[config.mk]
export PLATFORM = sky130hd
export DESIGN_NAME = swint_dispatch
export DESIGN_NICKNAME = d
export VERILOG_FILES = /design/src/rtl/swd_pkg.sv /design/src/rtl/swd_ctrl.sv /design/src/rtl/swd_datapath.sv /design/src/rtl/swint_dispatch.sv
export SDC_FILE = /design/constraint.sdc
export NUM_CORES = 1
export LEC_CHECK = 0
export ABC_AREA = 1
export CORE_AREA = 2 2 159 161
export DETAILED_ROUTE_END_ITERATION = 16
export DIE_AREA = 0 0 161 163
export DONT_BUFFER_PORTS = 1
export HOLD_SLACK_MARGIN = 0.15
export PLACE_DENSITY = 0.43
export SLEW_MARGIN = 20
export SYNTH_ARGS = -nofsm -noshare
export SYNTH_HDL_FRONTEND = slang
export SYNTH_SLANG_ARGS = --single-unit
[constraint.sdc]
create_clock -name clk -period 2.44 [get_ports clk]
set_input_delay 0.488 -clock clk [delete_from_list [all_inputs] [get_ports clk]]
set_output_delay 0.488 -clock clk [all_outputs]
set_load 0.03 [all_outputs]
[src/rtl/swd_pkg.sv]
package swd_pkg;
  // request word field positions (decoded by the datapath)
  localparam int TGT_LSB  = 0;
  localparam int AFF1_LSB = 16;
  localparam int ID_LSB   = 24;
  localparam int AFF2_LSB = 32;
  localparam int MODE_BIT = 40;
  localparam int AFF3_LSB = 48;
  localparam int MASK_W   = 16;
  localparam int ID_W     = 4;
  localparam int AFFL_W   = 8;
  localparam int CPU_AFF_W = 24;

  typedef enum logic [1:0] {ST_IDLE, ST_SCAN, ST_DONE} swdState_t;

  typedef struct packed {
    logic load;   // capture a new request
    logic step;   // examine the processor at scanIdx
  } swdStrobe_t;
endpackage

[src/rtl/swd_ctrl.sv]
module swd_ctrl
  import swd_pkg::*;
#(
  parameter int NUM_CPU = 8,
  parameter int IDX_W = 3
) (
  input  logic clk,
  input  logic rstN,
  input  logic reqValid,
  input  logic earlyExit,
  output logic reqReady,
  output logic done,
  output swdStrobe_t strobe,
  output logic [IDX_W-1:0] scanIdx
);
  localparam logic [IDX_W-1:0] LAST_IDX = IDX_W'(NUM_CPU - 1);

  swdState_t state;
  logic scanEnd;

  assign scanEnd = earlyExit || (scanIdx == LAST_IDX);
  assign strobe.load = reqValid && (state == ST_IDLE);
  assign strobe.step = (state == ST_SCAN);
  assign reqReady = (state == ST_IDLE);
  assign done = (state == ST_DONE);

  always_ff @(posedge clk or negedge rstN) begin
    if (!rstN) begin
      state <= ST_IDLE;
      scanIdx <= '0;
    end else begin
      case (state)
        ST_IDLE: if (strobe.load) begin
          state <= ST_SCAN;
          scanIdx <= '0;
        end
        ST_SCAN: begin
          if (scanEnd) state <= ST_DONE;
          else scanIdx <= scanIdx + 1'b1;
        end
        default: state <= ST_IDLE;
      endcase
    end
  end
endmodule

[src/rtl/swd_datapath.sv]
module swd_datapath
  import swd_pkg::*;
#(
  parameter int NUM_CPU = 8,
  parameter int IDX_W = 3
) (
  input  logic clk,
  input  logic rstN,
  input  swdStrobe_t strobe,
  input  logic [IDX_W-1:0] scanIdx,
  input  logic [63:0] reqWord,
  input  logic [IDX_W-1:0] reqSender,
  input  logic allowGroup1,
  input  logic [NUM_CPU*CPU_AFF_W-1:0] cpuAffinity,
  input  logic [NUM_CPU*MASK_W-1:0] cpuGroup,
  output logic earlyExit,
  output logic [NUM_CPU-1:0] pendSet,
  output logic [ID_W-1:0] pendId
);
  logic [MASK_W-1:0] tgtMask, maskNext;
  logic [AFFL_W-1:0] aff1Q, aff2Q, aff3Q;
  logic [ID_W-1:0] intId;
  logic bcastQ, allowQ;
  logic [IDX_W-1:0] senderQ;
  logic [NUM_CPU-1:0] pendVec;

  logic [CPU_AFF_W-1:0] affArr [NUM_CPU];
  logic [NUM_CPU-1:0] grpVec;

  genvar g;
  generate
    for (g = 0; g < NUM_CPU; g++) begin : gCpu
      assign affArr[g] = cpuAffinity[g*CPU_AFF_W +: CPU_AFF_W];
      assign grpVec[g] = cpuGroup[g*MASK_W + int'(intId)];
    end
  endgenerate

  logic [CPU_AFF_W-1:0] curAff;
  logic curGrp, upperMatch, lowMatch, hit, gateOk;

  assign curAff = affArr[scanIdx];
  assign curGrp = grpVec[scanIdx];
  assign upperMatch = (aff3Q == '0) && (aff2Q == curAff[23:16]) && (aff1Q == curAff[15:8]);
  assign lowMatch = (curAff[7:4] == 4'd0) && tgtMask[curAff[3:0]];
  assign hit = bcastQ ? (scanIdx != senderQ) : (upperMatch && lowMatch);
  assign gateOk = !curGrp || allowQ;
  assign maskNext = (hit && !bcastQ) ? (tgtMask & ~(16'd1 << curAff[3:0])) : tgtMask;
  assign earlyExit = !bcastQ && (maskNext == '0);

  always_ff @(posedge clk or negedge rstN) begin
    if (!rstN) begin
      tgtMask <= '0;
      aff1Q <= '0;
      aff2Q <= '0;
      aff3Q <= '0;
      intId <= '0;
      bcastQ <= 1'b0;
      allowQ <= 1'b0;
      senderQ <= '0;
      pendVec <= '0;
    end else if (strobe.load) begin
      tgtMask <= reqWord[TGT_LSB +: MASK_W];
      aff1Q <= reqWord[AFF1_LSB +: AFFL_W];
      aff2Q <= reqWord[AFF2_LSB +: AFFL_W];
      aff3Q <= reqWord[AFF3_LSB +: AFFL_W];
      intId <= reqWord[ID_LSB +: ID_W];
      bcastQ <= reqWord[MODE_BIT];
      allowQ <= allowGroup1;
      senderQ <= reqSender;
      pendVec <= '0;
    end else if (strobe.step) begin
      tgtMask <= maskNext;
      if (hit && gateOk) pendVec[scanIdx] <= 1'b1;
    end
  end

  assign pendSet = pendVec;
  assign pendId = intId;
endmodule

[src/rtl/swint_dispatch.sv]
module swint_dispatch
  import swd_pkg::*;
#(
  parameter int NUM_CPU = 8,
  localparam int IDX_W = (NUM_CPU > 1) ? $clog2(NUM_CPU) : 1
) (
  input  logic clk,
  input  logic rstN,
  input  logic reqValid,
  output logic reqReady,
  input  logic [63:0] reqWord,
  input  logic [IDX_W-1:0] reqSender,
  input  logic allowGroup1,
  input  logic [NUM_CPU*24-1:0] cpuAffinity,
  input  logic [NUM_CPU*16-1:0] cpuGroup,
  output logic [NUM_CPU-1:0] pendSet,
  output logic [3:0] pendId,
  output logic done
);
  swdStrobe_t strobe;
  logic [IDX_W-1:0] scanIdx;
  logic earlyExit;

  swd_ctrl #(.NUM_CPU(NUM_CPU), .IDX_W(IDX_W)) uCtrl (
    .clk(clk), .rstN(rstN), .reqValid(reqValid), .earlyExit(earlyExit),
    .reqReady(reqReady), .done(done), .strobe(strobe), .scanIdx(scanIdx)
  );

  swd_datapath #(.NUM_CPU(NUM_CPU), .IDX_W(IDX_W)) uDp (
    .clk(clk), .rstN(rstN), .strobe(strobe), .scanIdx(scanIdx),
    .reqWord(reqWord), .reqSender(reqSender), .allowGroup1(allowGroup1),
    .cpuAffinity(cpuAffinity), .cpuGroup(cpuGroup), .earlyExit(earlyExit),
    .pendSet(pendSet), .pendId(pendId)
  );
endmodule

==> metrics <==
outcome=complete, but fails checks; failing checks=negative setup slack; crit-path leading delay family=simple AND/OR/NAND/NOR gates; Post-Syn Instances=1136; Skew-Pair Late Insertion Delay=approximately 0.35 ns; Clock Pin Slew Worst Setup and Hold Paths=0.06 ns; WL/cell=between 15 and 20 µm; Cell Area, Synth=6430 µm²; Post-synth top flop=dfrtp_1; remaining antenna violation count=0; First-pass DRT Iterations=5; Port Buf Inserts=0; global routing met1 resource utilization=a little under a quarter; post-DP HPWL=23800 µm; # rows=58; crit end category=flip-flop; Synth cell types=43; Comb pwr share=68.8%; Worst Skew=0.0109 ns; Flop pwr share=17.3%; die height=about 160 µm; Total Wirelength=slightly below 30000 µm; Hold/Removal Path Class=input pin to flip-flop; MaxCap Viol Count=0; Fin Hold WS=0.250 ns; Lkg Pwr=between 4 and 5 nW; sw power=5.33 mW; commonest non-fill, non-tap cells in the layout=nand2_1 (383), nor2_1 (145), inv_1 (107); YS warnings=0; Max clock buf depth=2; layer with the highest usage=met2; vias in the first global route=7668; area grow syn2layout=37.2%; CTS tree=built; Final Worst Setup Slack=-0.675 ns; Max stage delay on crit path=0.53 ns; dpl cells=1519; Max IR drop VDD=0.381 mV; Tcrit/Tclk final=128%; Place WS=-1.05 ns; Syn Area/Cell=5.66 µm²; max-slew violations=0; fin util=between 30% and 40%; Mapped Nets=1529; largest net degree at the start of global routing=74; CP cell instances=inv_8 -> buf_12 -> buf_12 -> nor2_4 -> nand2_1 -> nand2_2 -> nor2_4 -> nand2_2 -> nor2_4 -> nand2_2 -> nor2_4 -> nand3_4 -> nor2_4 -> clkbuf_16 -> nand4_1 -> nand2_1 -> nand2_1 -> nor2_2 -> nand3_2 -> o21bai_4 -> nand2_2 -> nand2_1 -> nand2_1; die area=roughly 26000 µm²; Core ar.=24700 µm²; total CTS buffers=9; WP data required=2.67 ns; headroom to the max-slew limit=59.8%; Final Net Count=1625; Initial Util=26.0%; Fmax=321 MHz; Total Routing Usage GR=21.9%; Pwr Density=1260 nW/µm²; Startpoint Class=flip-flop; Crit Path Category=flip-flop to flip-flop; initial antenna violation count=4; # DRC=0; Final Critical Period=3.12 ns; Design Power=~11 mW; grt met3 use=under 10%; Internal=5.78 mW; crit path max-delay cell type=dfrtp_4; first-pass GRT wire length=43400 µm; WP buf/inv=4; Switching Share=roughly 48%; met2 usage=42.8%; Design Area, Final=about 8800 µm²; Vias=approximately 7800; unrepaired setup endpoints after global routing=yes; Post-Layout Cell Count=1571; RD Place Congestion=0.890; Die X=161 µm; Fin Setup TNS=-11.43 ns; Final Hold Viols=0; clock root cell=clkbuf_16; Post-synth EDFFs=0; drt initial violations=355; vias per cell=4.95; #FFs+latches synth=slightly above 60; Post-DP Area=7600 µm²; Slew @ Worst Pin=0.598 ns; Clock Power Share=between 10% and 20%; H-tree lvl count=3; GR Overflow Total=0; register area share after synthesis=24.1%; Clock Sinks=62; fraction of layout cells with a size suffix above 1=about a quarter; leading cell type in the layout, fill and taps excluded=nand2_1; largest fanout on the critical path=7; Worst EP arrival=3.35 ns; Final setup viols=29; ys async rst share=100%; # IOs=between 400 and 500
synth_stat cells (all sizes together), types with 8 or more instances:
cell type	count	area, µm²
nand3	61	320
o221ai	33	289
buf	29	209
nand2	420	1590
a21oi	22	110
nor2	174	694
o211ai	20	155
o22ai	9	56.3
or2	11	68.8
nand4	16	106
clkbuf	35	131
o21ai	103	516
inv	116	438
nor3	8	40.0
dfrtp	62	1550
worst register-to-register path, stage by stage (launching register included):
cell       delay, ns
dfrtp_4         0.53
inv_8           0.10
buf_12          0.15
buf_12          0.12
nor2_4          0.04
nand2_1         0.06
nand2_2         0.06
nor2_4          0.14
nand2_2         0.10
nor2_4          0.10
nand2_2         0.07
nor2_4          0.13
nand3_4         0.08
nor2_4          0.19
clkbuf_16       0.19
nand4_1         0.08
nand2_1         0.09
nand2_1         0.07
nor2_2          0.12
nand3_2         0.13
o21bai_4        0.19
nand2_2         0.10
nand2_1         0.08
nand2_1         0.06
power by group through the flow:
| stage | clock, mW | combinational (mW) | sequential (mW) |
|---|---|---|---|
| detailed placement | 0 | 6.50 | 1.93 |
| global route | 1.63 | 8.44 | 1.98 |
| global placement | 0 | 6.47 | 1.94 |
| finish | 1.54 | 7.64 | 1.92 |
| CTS | 1.57 | 7.45 | 1.93 |
| floorplan | 0 | 4.10 | 1.81 |
layout make-up:
cell class,count,area [µm²]
diodes,4,10.0
clock buffers,11,243
clock inverters,5,106
fillers,2726,15900
inverters,118,450
multi-input cells,893,4530
flip-flops and latches,62,1560
well taps,330,413
repair buffers,148,1510
sequential cells by signal, indices dropped and copies added (netlist names), 2 cells and up:
signal,count
uDp.pendSet,8
uDp.aff3Q,8
uCtrl.scanIdx,3
uDp.tgtMask,16
uDp.aff2Q,8
uDp.pendId,4
uDp.senderQ,3
uCtrl.state,2
uDp.aff1Q,8
worst paths after layout:
path | start | to | slack, ns | depth (start not counted)
setup / recovery | uCtrl.scanIdx[0]$_DFFE_PN0P_ | uCtrl.scanIdx[1]$_DFFE_PN0P_ | -0.68 | 23
max in group asynchronous | rstN | uCtrl.scanIdx[0]$_DFFE_PN0P_ | 1.44 | 2
setup reg to reg | uCtrl.scanIdx[0]$_DFFE_PN0P_ | uCtrl.scanIdx[1]$_DFFE_PN0P_ | -0.68 | 23
min in group asynchronous | rstN | uDp.tgtMask[11]$_DFFE_PN0P_ | 0.69 | 2
hold / removal | reqWord[53] | uDp.aff3Q[5]$_DFFE_PN0P_ | 0.25 | 2
hold reg to reg | uDp.aff3Q[0]$_DFFE_PN0P_ | uDp.aff3Q[0]$_DFFE_PN0P_ | 0.48 | 2
per-layer routing:
layer / up-vias / wire, µm
met3: 36 / 1870
li1: 3851 / -
met5: - / 0
met4: 0 / 640
met1: 3583 / 11100
met2: 304 / 16000
logic make-up (layout without fill, tap and decap cells):
family / count (synthesis) / after routing / share of synthesized area (%)
buffers and inverters: 182 / 282 / 12.2
AND/OR/NAND/NOR: 694 / 695 / 44.3
adder cells (fa/ha/maj): 2 / 2 / 0.389
other: 0 / 4 / 0
flip-flops: 62 / 62 / 24.1
AO/OA/AOI/OAI: 196 / 196 / 18.9
timing repair:
action | in CTS | in global routing
hold buffers | 2 | 0
setup endpoints to repair | 29 | 29
resized for setup | 94 | 52
pin swaps | 26 | 47
endpoints found under the hold margin | 62 | 0
setup buffers | 26 | 6
gates cloned | 4 | 0
Note: power is estimated with default switching activity, not from simulation.
